`src/rtl/sched_pkg.sv`:
```
package sched_pkg;

  typedef enum logic [1:0] {
    OP_ALU    = 2'd0,
    OP_LOAD   = 2'd1,
    OP_BRANCH = 2'd2,
    OP_SPARE  = 2'd3
  } opcode_e;

  typedef enum logic [2:0] {
    ST_WAIT    = 3'd0,
    ST_READY   = 3'd1,
    ST_EXEC    = 3'd2,
    ST_DONE    = 3'd3,
    ST_RETIRED = 3'd4
  } status_e;

  typedef struct packed {
    logic dispWe;
    logic issueWe;
    logic commitWe;
  } strobe_t;

endpackage

```
`src/rtl/sched_entry_array.sv`:
```
module sched_entry_array
  import sched_pkg::*;
#(
  parameter int NUM_REGS = 8,
  parameter int ENTRIES  = 4,
  parameter int ALU_LAT  = 1,
  parameter int LOAD_LAT = 4
) (
  input  logic                                            clk,
  input  logic                                            rstN,
  input  strobe_t                                         strobe,
  input  logic [((ENTRIES > 1) ? $clog2(ENTRIES) : 1)-1:0] dispSlot,
  input  logic [((ENTRIES > 1) ? $clog2(ENTRIES) : 1)-1:0] issueSlot,
  input  logic [((ENTRIES > 1) ? $clog2(ENTRIES) : 1)-1:0] commitSlot,
  input  logic [1:0]                                      dispOp,
  input  logic [$clog2(NUM_REGS)-1:0]                     dispSrcA,
  input  logic                                            dispSrcAUsed,
  input  logic [$clog2(NUM_REGS)-1:0]                     dispSrcB,
  input  logic                                            dispSrcBUsed,
  input  logic [$clog2(NUM_REGS)-1:0]                     dispDst,
  input  logic                                            dispDstUsed,
  output logic [ENTRIES-1:0]                              readyMask,
  output logic [ENTRIES-1:0]                              freeMask,
  output logic [ENTRIES-1:0][((ENTRIES > 1) ? $clog2(ENTRIES) : 1)-1:0] agesPacked,
  output logic [1:0]                                      issueOp,
  output logic [$clog2(NUM_REGS)-1:0]                     issueDst,
  output logic                                            issueDstUsed,
  output logic [NUM_REGS-1:0]                             wbMask,
  output logic [NUM_REGS-1:0]                             regAvail
);

  localparam int RW      = $clog2(NUM_REGS);
  localparam int SW      = (ENTRIES > 1) ? $clog2(ENTRIES) : 1;
  localparam int AGE_W   = SW;
  localparam int MAX_LAT = (LOAD_LAT > ALU_LAT) ? LOAD_LAT : ALU_LAT;
  localparam int CNT_W   = $clog2(MAX_LAT) + 1;
  localparam logic [AGE_W-1:0] AGE_MAX = AGE_W'(ENTRIES - 1);

  status_e            st       [ENTRIES];
  opcode_e            opQ      [ENTRIES];
  logic [RW-1:0]      srcAQ    [ENTRIES];
  logic [RW-1:0]      srcBQ    [ENTRIES];
  logic               rdyAQ    [ENTRIES];
  logic               rdyBQ    [ENTRIES];
  logic [RW-1:0]      dstQ     [ENTRIES];
  logic               dstUsedQ [ENTRIES];
  logic [AGE_W-1:0]   ageQ     [ENTRIES];
  logic [CNT_W-1:0]   cntQ     [ENTRIES];
  logic [NUM_REGS-1:0] availQ;

  logic               wakeA    [ENTRIES];
  logic               wakeB    [ENTRIES];
  logic               newRdyA, newRdyB;
  logic [NUM_REGS-1:0] clrMask;

  function automatic logic [CNT_W-1:0] latencyOf(opcode_e o);
    return (o == OP_LOAD) ? CNT_W'(LOAD_LAT - 1) : CNT_W'(ALU_LAT - 1);
  endfunction

  // broadcast of finishing slots and per-slot wakeup
  always_comb begin
    wbMask = '0;
    for (int i = 0; i < ENTRIES; i++) begin
      if (st[i] == ST_EXEC && cntQ[i] == '0 && dstUsedQ[i]) wbMask[dstQ[i]] = 1'b1;
    end
  end

  always_comb begin
    for (int i = 0; i < ENTRIES; i++) begin
      wakeA[i] = rdyAQ[i] | wbMask[srcAQ[i]];
      wakeB[i] = rdyBQ[i] | wbMask[srcBQ[i]];
    end
  end

  // readiness of the incoming instruction, forwarding a same-cycle broadcast
  assign newRdyA = !dispSrcAUsed || availQ[dispSrcA] || wbMask[dispSrcA];
  assign newRdyB = !dispSrcBUsed || availQ[dispSrcB] || wbMask[dispSrcB];
  assign clrMask = (strobe.dispWe && dispDstUsed) ? (NUM_REGS'(1) << dispDst) : '0;

  always_comb begin
    for (int i = 0; i < ENTRIES; i++) begin
      readyMask[i]  = (st[i] == ST_READY);
      freeMask[i]   = (st[i] == ST_RETIRED);
      agesPacked[i] = ageQ[i];
    end
  end

  assign issueOp      = opQ[issueSlot];
  assign issueDst     = dstQ[issueSlot];
  assign issueDstUsed = dstUsedQ[issueSlot];
  assign regAvail     = availQ;

  always_ff @(posedge clk or negedge rstN) begin
    if (!rstN) begin
      availQ <= '1;
      for (int i = 0; i < ENTRIES; i++) begin
        st[i]       <= ST_RETIRED;
        opQ[i]      <= OP_ALU;
        srcAQ[i]    <= '0;
        srcBQ[i]    <= '0;
        rdyAQ[i]    <= 1'b0;
        rdyBQ[i]    <= 1'b0;
        dstQ[i]     <= '0;
        dstUsedQ[i] <= 1'b0;
        ageQ[i]     <= '0;
        cntQ[i]     <= '0;
      end
    end else begin
      // clear from a new dispatch takes precedence over a same-cycle set
      availQ <= (availQ | wbMask) & ~clrMask;
      for (int i = 0; i < ENTRIES; i++) begin
        if (strobe.dispWe && dispSlot == SW'(i)) begin
          opQ[i]      <= opcode_e'(dispOp);
          srcAQ[i]    <= dispSrcA;
          srcBQ[i]    <= dispSrcB;
          rdyAQ[i]    <= newRdyA;
          rdyBQ[i]    <= newRdyB;
          dstQ[i]     <= dispDst;
          dstUsedQ[i] <= dispDstUsed;
          ageQ[i]     <= '0;
          cntQ[i]     <= '0;
          st[i]       <= (newRdyA && newRdyB) ? ST_READY : ST_WAIT;
        end else begin
          if (strobe.dispWe && st[i] != ST_RETIRED && ageQ[i] != AGE_MAX)
            ageQ[i] <= ageQ[i] + 1'b1;
          unique case (st[i])
            ST_WAIT: begin
              rdyAQ[i] <= wakeA[i];
              rdyBQ[i] <= wakeB[i];
              if (wakeA[i] && wakeB[i]) st[i] <= ST_READY;
            end
            ST_READY: begin
              if (strobe.issueWe && issueSlot == SW'(i)) begin
                st[i]   <= ST_EXEC;
                cntQ[i] <= latencyOf(opQ[i]);
              end
            end
            ST_EXEC: begin
              if (cntQ[i] == '0) st[i] <= ST_DONE;
              else               cntQ[i] <= cntQ[i] - 1'b1;
            end
            ST_DONE: begin
              if (strobe.commitWe && commitSlot == SW'(i)) st[i] <= ST_RETIRED;
            end
            default: ;
          endcase
        end
      end
    end
  end

endmodule

```
`src/rtl/sched_ctrl.sv`:
```
module sched_ctrl
  import sched_pkg::*;
#(
  parameter int NUM_REGS = 8,
  parameter int ENTRIES  = 4
) (
  input  logic [ENTRIES-1:0]                              readyMask,
  input  logic [ENTRIES-1:0]                              freeMask,
  input  logic [ENTRIES-1:0][((ENTRIES > 1) ? $clog2(ENTRIES) : 1)-1:0] agesPacked,
  input  logic [NUM_REGS-1:0]                             regAvail,
  input  logic [NUM_REGS-1:0]                             wbMask,
  input  logic                                            dispValid,
  input  logic [$clog2(NUM_REGS)-1:0]                     dispDst,
  input  logic                                            dispDstUsed,
  input  logic                                            commitValid,
  output strobe_t                                         strobe,
  output logic [((ENTRIES > 1) ? $clog2(ENTRIES) : 1)-1:0] dispSlot,
  output logic [((ENTRIES > 1) ? $clog2(ENTRIES) : 1)-1:0] issueSlot,
  output logic                                            dispReady,
  output logic                                            issueValid
);

  localparam int SW    = (ENTRIES > 1) ? $clog2(ENTRIES) : 1;
  localparam int AGE_W = SW;

  logic             hasFree;
  logic             wawHazard;
  logic             found;
  logic [AGE_W-1:0] bestAge;

  // lowest free slot receives the next dispatch
  always_comb begin
    hasFree  = 1'b0;
    dispSlot = '0;
    for (int i = ENTRIES - 1; i >= 0; i--) begin
      if (freeMask[i]) begin
        hasFree  = 1'b1;
        dispSlot = SW'(i);
      end
    end
  end

  // oldest ready slot wins issue
  always_comb begin
    found     = 1'b0;
    bestAge   = '0;
    issueSlot = '0;
    for (int i = 0; i < ENTRIES; i++) begin
      if (readyMask[i] && (!found || agesPacked[i] > bestAge)) begin
        found     = 1'b1;
        bestAge   = agesPacked[i];
        issueSlot = SW'(i);
      end
    end
  end

  assign wawHazard  = dispDstUsed && !regAvail[dispDst] && !wbMask[dispDst];
  assign dispReady  = hasFree && !wawHazard;
  assign issueValid = found;

  assign strobe.dispWe   = dispValid && dispReady;
  assign strobe.issueWe  = found;
  assign strobe.commitWe = commitValid;

endmodule

```
`src/rtl/oo_issue_sched.sv`:
```
module oo_issue_sched
  import sched_pkg::*;
#(
  parameter int NUM_REGS = 8,
  parameter int ENTRIES  = 4,
  parameter int ALU_LAT  = 1,
  parameter int LOAD_LAT = 4
) (
  input  logic                                            clk,
  input  logic                                            rstN,
  input  logic                                            dispValid,
  input  logic [1:0]                                      dispOp,
  input  logic [$clog2(NUM_REGS)-1:0]                     dispSrcA,
  input  logic                                            dispSrcAUsed,
  input  logic [$clog2(NUM_REGS)-1:0]                     dispSrcB,
  input  logic                                            dispSrcBUsed,
  input  logic [$clog2(NUM_REGS)-1:0]                     dispDst,
  input  logic                                            dispDstUsed,
  output logic                                            dispReady,
  output logic                                            issueValid,
  output logic [((ENTRIES > 1) ? $clog2(ENTRIES) : 1)-1:0] issueSlot,
  output logic [1:0]                                      issueOp,
  output logic [$clog2(NUM_REGS)-1:0]                     issueDst,
  output logic                                            issueDstUsed,
  output logic [NUM_REGS-1:0]                             wbMask,
  input  logic                                            commitValid,
  input  logic [((ENTRIES > 1) ? $clog2(ENTRIES) : 1)-1:0] commitSlot,
  output logic [NUM_REGS-1:0]                             regAvail
);

  localparam int SW = (ENTRIES > 1) ? $clog2(ENTRIES) : 1;

  strobe_t                        strobe;
  logic [SW-1:0]                  dispSlot;
  logic [ENTRIES-1:0]             readyMask;
  logic [ENTRIES-1:0]             freeMask;
  logic [ENTRIES-1:0][SW-1:0]     agesPacked;

  sched_ctrl #(.NUM_REGS(NUM_REGS), .ENTRIES(ENTRIES)) ctrl_i (
    .readyMask   (readyMask),
    .freeMask    (freeMask),
    .agesPacked  (agesPacked),
    .regAvail    (regAvail),
    .wbMask      (wbMask),
    .dispValid   (dispValid),
    .dispDst     (dispDst),
    .dispDstUsed (dispDstUsed),
    .commitValid (commitValid),
    .strobe      (strobe),
    .dispSlot    (dispSlot),
    .issueSlot   (issueSlot),
    .dispReady   (dispReady),
    .issueValid  (issueValid)
  );

  sched_entry_array #(
    .NUM_REGS(NUM_REGS), .ENTRIES(ENTRIES), .ALU_LAT(ALU_LAT), .LOAD_LAT(LOAD_LAT)
  ) array_i (
    .clk          (clk),
    .rstN         (rstN),
    .strobe       (strobe),
    .dispSlot     (dispSlot),
    .issueSlot    (issueSlot),
    .commitSlot   (commitSlot),
    .dispOp       (dispOp),
    .dispSrcA     (dispSrcA),
    .dispSrcAUsed (dispSrcAUsed),
    .dispSrcB     (dispSrcB),
    .dispSrcBUsed (dispSrcBUsed),
    .dispDst      (dispDst),
    .dispDstUsed  (dispDstUsed),
    .readyMask    (readyMask),
    .freeMask     (freeMask),
    .agesPacked   (agesPacked),
    .issueOp      (issueOp),
    .issueDst     (issueDst),
    .issueDstUsed (issueDstUsed),
    .wbMask       (wbMask),
    .regAvail     (regAvail)
  );

endmodule

```
`config.mk`:
```
export PLATFORM = sky130hd
export DESIGN_NAME = oo_issue_sched
export DESIGN_NICKNAME = d
export VERILOG_FILES = /design/src/rtl/sched_pkg.sv /design/src/rtl/sched_entry_array.sv /design/src/rtl/sched_ctrl.sv /design/src/rtl/oo_issue_sched.sv
export SDC_FILE = /design/constraint.sdc
export NUM_CORES = 1
export LEC_CHECK = 0
export BUFFER_PORTS_ARGS = -buffer_cell sky130_fd_sc_hd__buf_2
export CAP_MARGIN = 20
export CORE_UTILIZATION = 45
export CTS_CLUSTER_SIZE = 12
export DETAILED_ROUTE_END_ITERATION = 7
export GPL_ROUTABILITY_DRIVEN = 0
export HOLD_SLACK_MARGIN = 0.15
export PLACE_DENSITY_LB_ADDON = 0.1
export RECOVER_POWER = 25
export REMOVE_ABC_BUFFERS = 1
export SLEW_MARGIN = 10
export SYNTH_ARGS = -nofsm -noshare
export SYNTH_HDL_FRONTEND = slang
export SYNTH_SLANG_ARGS = --single-unit
```
`constraint.sdc`:
```
create_clock -name clk -period 6.2 [get_ports clk]
set_clock_uncertainty 0.05 [all_clocks]
set_input_delay 0.62 -clock clk [delete_from_list [all_inputs] [get_ports clk]]
set_output_delay 0.62 -clock clk [all_outputs]
set_load 0.02 [all_outputs]
```
==> results of run 1 <==
[timing repair]
action	CTS	global route
endpoints found under the hold margin	0	0
endpoints found under the setup margin	0	3
gates resized for setup	0	2
[area by class of cell]
type,instances,area (sq um)
clock inverters,4,43.8
clock buffers,12,246
flip-flops and latches,96,2420
repair buffers,56,303
well taps,180,225
multi-input cells,572,3650
fillers,1328,6850
inverters,40,151
[cell usage in the layout, fill, tap and decap left out, types with 9 or more instances in the layout]
master,Yosys,routed
sky130_fd_sc_hd__buf_4,5,10
sky130_fd_sc_hd__nand2_1,148,148
sky130_fd_sc_hd__o21ai_0,36,35
sky130_fd_sc_hd__ha_1,18,18
sky130_fd_sc_hd__nor2_1,74,74
sky130_fd_sc_hd__nor3_1,24,24
sky130_fd_sc_hd__dfrtp_1,84,84
sky130_fd_sc_hd__a21oi_1,27,27
sky130_fd_sc_hd__mux4_2,9,9
sky130_fd_sc_hd__inv_1,38,38
sky130_fd_sc_hd__mux2_2,12,12
sky130_fd_sc_hd__nand3_1,18,18
sky130_fd_sc_hd__clkbuf_16,0,9
sky130_fd_sc_hd__nor3b_1,9,9
sky130_fd_sc_hd__nand2b_1,11,11
sky130_fd_sc_hd__nor2b_1,19,19
sky130_fd_sc_hd__buf_2,11,44
sky130_fd_sc_hd__mux2i_1,9,9
sky130_fd_sc_hd__dfstp_2,12,12
sky130_fd_sc_hd__a211oi_1,9,9
[power by group through the flow]
stage	registers [mW]	clock network, mW	logic, mW
2_1_floorplan	1.05	0	0.742
3_3_place_gp	1.09	0	1.01
3_5_place_dp	1.10	0	1.04
4_1_cts	1.09	0.581	1.05
5_1_grt	1.14	0.605	1.17
6_report	1.10	0.572	1.05
[kinds of logic (layout without fill, tap and decap cells)]
logic type | count (synthesis) | in the layout | synth area share, %
compound gates | 146 | 146 | 15.6
xor+xnor | 3 | 3 | 0.411
fa+ha+maj | 18 | 18 | 3.52
buf+inv | 77 | 112 | 5.29
flops | 96 | 96 | 37.8
mux | 32 | 32 | 7.52
simple gates | 373 | 373 | 29.8
[registers in the layout (all words and copies together) (netlist names)]
name                flops
array_i.cntQ           12
array_i.agesPacked      8
array_i.dstQ           12
array_i.srcBQ          12
array_i.st             12
array_i.opQ             8
array_i.regAvail        8
array_i.rdyAQ           4
array_i.rdyBQ           4
array_i.srcAQ          12
array_i.dstUsedQ        4
[final timing paths]
check	from	to	slack, ns	depth (start not counted)
setup reg to reg	array_i.st[11]	array_i.st[9]	0.74	23
min in group asynchronous	rstN	array_i.opQ[1]	1.10	1
hold reg to reg	array_i.cntQ[9]	array_i.cntQ[9]	0.43	1
hold / removal	array_i.cntQ[9]	array_i.cntQ[9]	0.43	1
setup / recovery	array_i.st[11]	issueDst[2]	0.37	22
max in group asynchronous	rstN	array_i.cntQ[6]	1.22	2
[worst max-delay path, delay by kind of cell (launching register included)]
| family | cells | cell delay [ns] |
|---|---|---|
| DFF | 1 | 0.60 |
| muxes | 2 | 0.71 |
| adders and majority gates | 3 | 0.82 |
| and+or+nand+nor | 5 | 0.50 |
| AOI/OAI and AO/OA | 8 | 1.46 |
| buffers and inverters | 4 | 0.73 |
[metal layers]
metal,part of all wire (%),up-vias,wire [um],GRT usage (%)
li1,-,2718,-,-
met1,45,2825,8650,39.5
met2,45,237,8560,41.5
met3,7.5,33,1440,4.28
met4,2.6,0,495,11.2
met5,0,-,0,0
==> impl_metrics.sql, run 1 <==
INSERT INTO impl_metrics (metric_group, metric, value, unit) VALUES
('status', 'run_status', 'finished, violations left', ''),
('status', 'failed_checks', 'capacitance limit, slew limit', ''),
('route', 'drc_errors', '0', ''),
('placement', 'placedInstanceArea', '6750', 'sq um'),
('worst_hold_path', 'holdCritPathClass', 'reg2reg', ''),
('route', 'detailroute.via_count', '5813', ''),
('sta', 'timing.slew.headroom', '-90.6', '%'),
('die', 'starting_density_of_the_core', '46.0', '%'),
('placement', 'detailedPlace.worstSlack', '0.687', 'ns'),
('sta', 'final_setup_fails', '0', ''),
('power_and_ir_drop', 'max-vdd-ir-drop', '0.000169', 'V'),
('grt', 'antenna_found_initial', '0', ''),
('clocking', 'cts_made_buffers', '9', ''),
('synthesis', 'postSynthAreaPerCell', '8.58', 'sq um'),
('clocking', 'cts_max_level', '3', ''),
('finish', 'finalInstanceArea', '7040', 'sq um'),
('synthesis', 'synthArstFlopShare', '100', '%'),
('clocking', 'clk_pin_slew_worst_paths', '0.07', 'ns'),
('synthesis', 'netlist_top_cells_area', 'sky130_fd_sc_hd__dfrtp_1 33%, sky130_fd_sc_hd__nand2_1 8.7%, sky130_fd_sc_hd__dfstp_2 4.9%', ''),
('finish', 'utilization', '50.7', '%'),
('clocking', 'cts_tree', 'done', ''),
('sta', 'timing.setup.tns', '0', 'ns'),
('finish', 'diode_insertion_count_for_antenna_repair', '0', ''),
('setup_path', 'timing_worst_setup_path_type', 'reg2out', ''),
('placement', 'place_hpwl', '14100', 'um'),
('power_and_ir_drop', 'pwr_dens', '387', 'nW/um^2'),
('synthesis', 'warnings_synthesis', '0', ''),
('setup_path', 'critical_path.startpoint_type', 'register', ''),
('grt', 'globalRouteOverflowTotal', '0', ''),
('synthesis', 'synthesis.instances', '745', ''),
('sta', 'layout_setup_ws', '0.369', 'ns'),
('placement', 'io_buffer_count', '45', ''),
('placement', 'dp_cells', '944', ''),
('grt', 'grt_use_total', '27.6', '%'),
('sta', 'grt_setup_unrepaired', 'no', ''),
('run', 'cap_violations', '2', ''),
('route', 'drt_pass1_iterations', '5', ''),
('route', 'detailed_route_vias_per_instance', '6.06', ''),
('synthesis', 'synthMostInstantiatedCell', 'sky130_fd_sc_hd__nand2_1', ''),
('die', 'core_region_area', '13900', 'sq um'),
('grt', 'vias_in_the_first_global_route', '5406', ''),
('die', 'dieArea', '14700', 'sq um'),
('sta', 'hold_viol_final', '0', ''),
('synthesis', 'top_ff_cell_synth', 'sky130_fd_sc_hd__dfrtp_1', ''),
('clocking', 'cts.root.buffer_cell', 'sky130_fd_sc_hd__clkbuf_16', ''),
('clocking', 'cts.hold.buffers_added', '0', ''),
('die', 'die_h', '121', 'um'),
('power_and_ir_drop', 'total_switching_power', '1.11', 'mW'),
('clocking', 'postCtsSetupBuffers', '0', ''),
('route', 'routed_wirelength', '19100', 'um'),
('synthesis', 'post_synth_num_cell_types', '75', ''),
('sta', 'maximum_clock_rate', '171', 'MHz'),
('sta', 'fin_hold_ws', '0.434', 'ns'),
('setup_path', 'cp_slowest_cell', 'sky130_fd_sc_hd__dfstp_2', ''),
('synthesis', 'sequential_to_total_area_share_from_yosys_stat', '37.8', '%'),
('setup_path', 'worst-endpoint-required', '5.53', 'ns'),
('power_and_ir_drop', 'combinationalPowerShare', '38.7', '%'),
('route', 'wl_per_cell', '19.9', 'um'),
('synthesis', 'yosys.area.top_type_share', '32.9', '%'),
('clocking', 'worstSkewPairLatency', '0.36', 'ns'),
('setup_path', 'category_of_the_worst_setup_path_capture_point', 'output port', ''),
('finish', 'synthToLayoutAreaGrowth', '10.1', '%'),
('power_and_ir_drop', 'design_power_total', '2.73', 'mW'),
('power_and_ir_drop', 'power_leakage', '3.12', 'nW'),
('sta', 'timing.final.max_slew_violations', '99', ''),
('power_and_ir_drop', 'power.share.switching', '40.7', '%'),
('setup_path', 'worst_path_largest_cell_delay', '0.60', 'ns'),
('setup_path', 'worstPathArrival', '5.16', 'ns'),
('synthesis', 'syn-cell-area', '6390', 'sq um'),
('finish', 'final_layout_size_suffix_gt1_share', '15.9', '%'),
('synthesis', 'synth_area_leader_cell', 'sky130_fd_sc_hd__dfrtp_1', '');
Note: power is estimated with default switching activity, not from simulation.
==> run 2: changes to the inputs <==
- CORE_UTILIZATION: 45 -> 40
- CTS_CLUSTER_SIZE: 12 -> default
- PLACE_DENSITY: default -> 0.6
- PLACE_DENSITY_LB_ADDON: 0.1 -> default
==> impl_metrics.sql, run 2 (synthesis gave the netlist of run 1 again) <==
INSERT INTO impl_metrics (metric_group, metric, value, unit) VALUES
('status', 'run_status', 'finished, violations left', ''),
('status', 'failed_checks', 'capacitance limit, slew limit', ''),
('grt', 'globalRouteOverflowTotal', '0', ''),
('setup_path', 'critical_path.startpoint_type', 'register', ''),
('die', 'chipWidth', '128', 'um'),
('setup_path', 'worst-endpoint-required', '5.53', 'ns'),
('clocking', 'clk_pin_slew_worst_paths', '0.07', 'ns'),
('setup_path', 'worstRegToRegCells', '22', ''),
('route', 'detailroute.via_count', '5882', ''),
('die', 'boundaryPins', '46', ''),
('worst_hold_path', 'hold_path_depth', '1', ''),
('sta', 'timing.slew.headroom', '-137', '%'),
('route', 'detailed_route_vias_per_instance', '5.95', ''),
('setup_path', 'regToRegStartpoint', 'array_i.st[9]', ''),
('clocking', 'cts_made_buffers', '9', ''),
('die', 'floorplan.rows', '45', ''),
('finish', 'multi_input_comb_area', '3650', 'sq um'),
('sta', 'fin_hold_ws', '0.439', 'ns'),
('setup_path', 'critical_path.reg2reg.endpoint', 'array_i.st[9]', ''),
('placement', 'io_buffer_count', '45', ''),
('setup_path', 'reg2reg_slack', '0.65', 'ns'),
('route', 'wl_per_cell', '19.5', 'um'),
('power_and_ir_drop', 'cellInternalPower', '1.61', 'mW'),
('setup_path', 'worstPathArrival', '5.18', 'ns'),
('route', 'dr.first_iter.drc_count', '527', ''),
('clocking', 'cts_max_level', '3', ''),
('power_and_ir_drop', 'combinationalPowerShare', '38.5', '%'),
('finish', 'diode_insertion_count_for_antenna_repair', '0', ''),
('clocking', 'worstSkewPairLatency', '0.36', 'ns'),
('clocking', 'clock_path_buffers', '2', ''),
('grt', 'grt_start_max_net_pins', '66', ''),
('setup_path', 'worst_path_largest_cell_delay', '0.47', 'ns'),
('sta', 'tightestPinTransition', '3.55', 'ns'),
('die', 'die_h', '128', 'um'),
('power_and_ir_drop', 'part_of_the_total_power_dissipated_in_sequential_elements', '40.3', '%'),
('power_and_ir_drop', 'design_power_total', '2.74', 'mW'),
('run', 'cap_violations', '2', ''),
('sta', 'hold_viol_final', '0', ''),
('route', 'final_antenna_net_count', '0', ''),
('sta', 'min_period_over_period', '94.4', '%'),
('sta', 'timing.setup.tns', '0', 'ns'),
('power_and_ir_drop', 'max-vdd-ir-drop', '0.000170', 'V'),
('die', 'core_region_area', '15400', 'sq um'),
('sta', 'maximum_clock_rate', '171', 'MHz'),
('finish', 'layout.nets', '811', ''),
('sta', 'grt_setup_unrepaired', 'no', ''),
('placement', 'placedInstanceArea', '6770', 'sq um'),
('sta', 'final_setup_fails', '0', ''),
('finish', 'layout_commonest_cell', 'sky130_fd_sc_hd__nand2_1', ''),
('setup_path', 'worst_path_cell_chain', 'nor3b_1, buf_4, nand2_1, ha_1, nor2b_1, o21ai_0, a21oi_2, mux2_2, ha_1, nand2_1, o21ai_0, a21oi_2, mux2_2, ha_1, nor2b_1, o21ai_1, a21boi_0, buf_4, a221oi_1, o21ai_0, buf_2', ''),
('setup_path', 'path_max_fanout', '11', ''),
('grt', 'vias_in_the_first_global_route', '5476', ''),
('sta', 'timing.final.crit_period', '5.85', 'ns'),
('worst_hold_path', 'hold_path_end', 'array_i.cntQ[9]', ''),
('die', 'dieArea', '16500', 'sq um'),
('power_and_ir_drop', 'power_leakage', '3.10', 'nW'),
('setup_path', 'timing_worst_setup_path_type', 'reg2out', ''),
('finish', 'final_cell_mix', '148 x sky130_fd_sc_hd__nand2_1, 84 x sky130_fd_sc_hd__dfrtp_1, 74 x sky130_fd_sc_hd__nor2_1', ''),
('grt', 'antenna_found_initial', '0', ''),
('worst_hold_path', 'hold_path_startpoint', 'array_i.cntQ[9]', ''),
('worst_hold_path', 'holdCritPathClass', 'reg2reg', ''),
('power_and_ir_drop', 'clock_power_share', '21.3', '%'),
('power_and_ir_drop', 'total_switching_power', '1.12', 'mW'),
('grt', 'grt_pass1_wl', '30400', 'um'),
('route', 'drc_errors', '0', ''),
('die', 'starting_density_of_the_core', '41.6', '%'),
('placement', 'place_hpwl', '14300', 'um'),
('finish', 'register_area', '2420', 'sq um'),
('route', 'routed_wirelength', '19300', 'um'),
('clocking', 'postCtsSetupBuffers', '0', ''),
('power_and_ir_drop', 'pwr_dens', '387', 'nW/um^2'),
('clocking', 'cts_tree', 'done', ''),
('grt', 'grt_use_total', '24.5', '%'),
('setup_path', 'category_of_the_worst_setup_path_capture_point', 'output port', ''),
('clocking', 'clock_sink_count', '96', ''),
('finish', 'finalInstanceArea', '7070', 'sq um'),
('finish', 'synthToLayoutAreaGrowth', '10.6', '%'),
('clocking', 'cts.root.buffer_cell', 'sky130_fd_sc_hd__clkbuf_16', ''),
('sta', 'timing.final.max_slew_violations', '99', ''),
('finish', 'num-fill-cells', '1491', ''),
('finish', 'final_layout_size_suffix_gt1_share', '16.1', '%'),
('setup_path', 'cp_slowest_cell', 'sky130_fd_sc_hd__dfrtp_1', ''),
('route', 'drt_pass1_iterations', '7', ''),
('power_and_ir_drop', 'power.share.switching', '41.0', '%');
==> run 2: how the worst max path moves through the flow <==
stage	start	to	depth (start not counted)	slack, ns
after global routing	array_i.st[9]	issueDst[0]	23	0.009
final	array_i.st[9]	issueDstUsed	21	0.35
after CTS	array_i.st[9]	issueDstUsed	21	0.20
after global placement	array_i.st[9]	issueDst[1]	21	0.85
after floorplan	array_i.st[9]	issueDst[0]	21	0.03
after detailed placement	array_i.st[9]	array_i.cntQ[9]	23	0.57
==> run 2: worst max-delay path: cells and delay by family (launching register included) <==
family,cells,cell delay [ns]
compound gates,8,1.52
fa+ha+maj,3,0.87
mux,2,0.75
simple gates,5,0.64
buf+inv,3,0.56
flops,1,0.47
==> run 2: routing by layer <==
layer | vias to the layer above | GRT usage, % | routed length [um]
met3 | 43 | 2.83 | 963
met5 | - | 0 | 0
met4 | 0 | 11.1 | 610
met1 | 2927 | 33.6 | 8730
li1 | 2705 | - | -
met2 | 207 | 38.9 | 9020
==> run 2: power by group through the flow <==
| stage | registers [mW] | clock network (mW) | logic, mW |
|---|---|---|---|
| final | 1.10 | 0.582 | 1.05 |
| after global routing | 1.14 | 0.609 | 1.18 |
| after CTS | 1.10 | 0.588 | 1.04 |
| after detailed placement | 1.11 | 0 | 1.04 |
| after global placement | 1.09 | 0 | 0.997 |
| after floorplan | 1.05 | 0 | 0.742 |
==> run 2: layout make-up <==
class                      instances  share of cell area [%]
clock buffer                      11                    3.43
clock inverter                     5                   0.814
inverter                          40                    2.14
multi-input combinational        572                    51.6
sequential                        96                    34.2
tap                              211                    3.73
timing repair buffer              54                    4.07
==> run 2: what timing repair did <==
action | CTS | global route
hold buffers | 0 | 0
gates resized for setup | 0 | 3
setup endpoints to repair | 0 | 8
==> run 2: through the flow <==
stage,std cells,setup slack [ns],utilization (%)
after global routing,989,0.00927,46.0
after floorplan,708,0.0348,-
final,989,0.346,46.0
after CTS,989,0.200,46.0
after global placement,973,0.849,44.0
after detailed placement,973,0.568,44.0
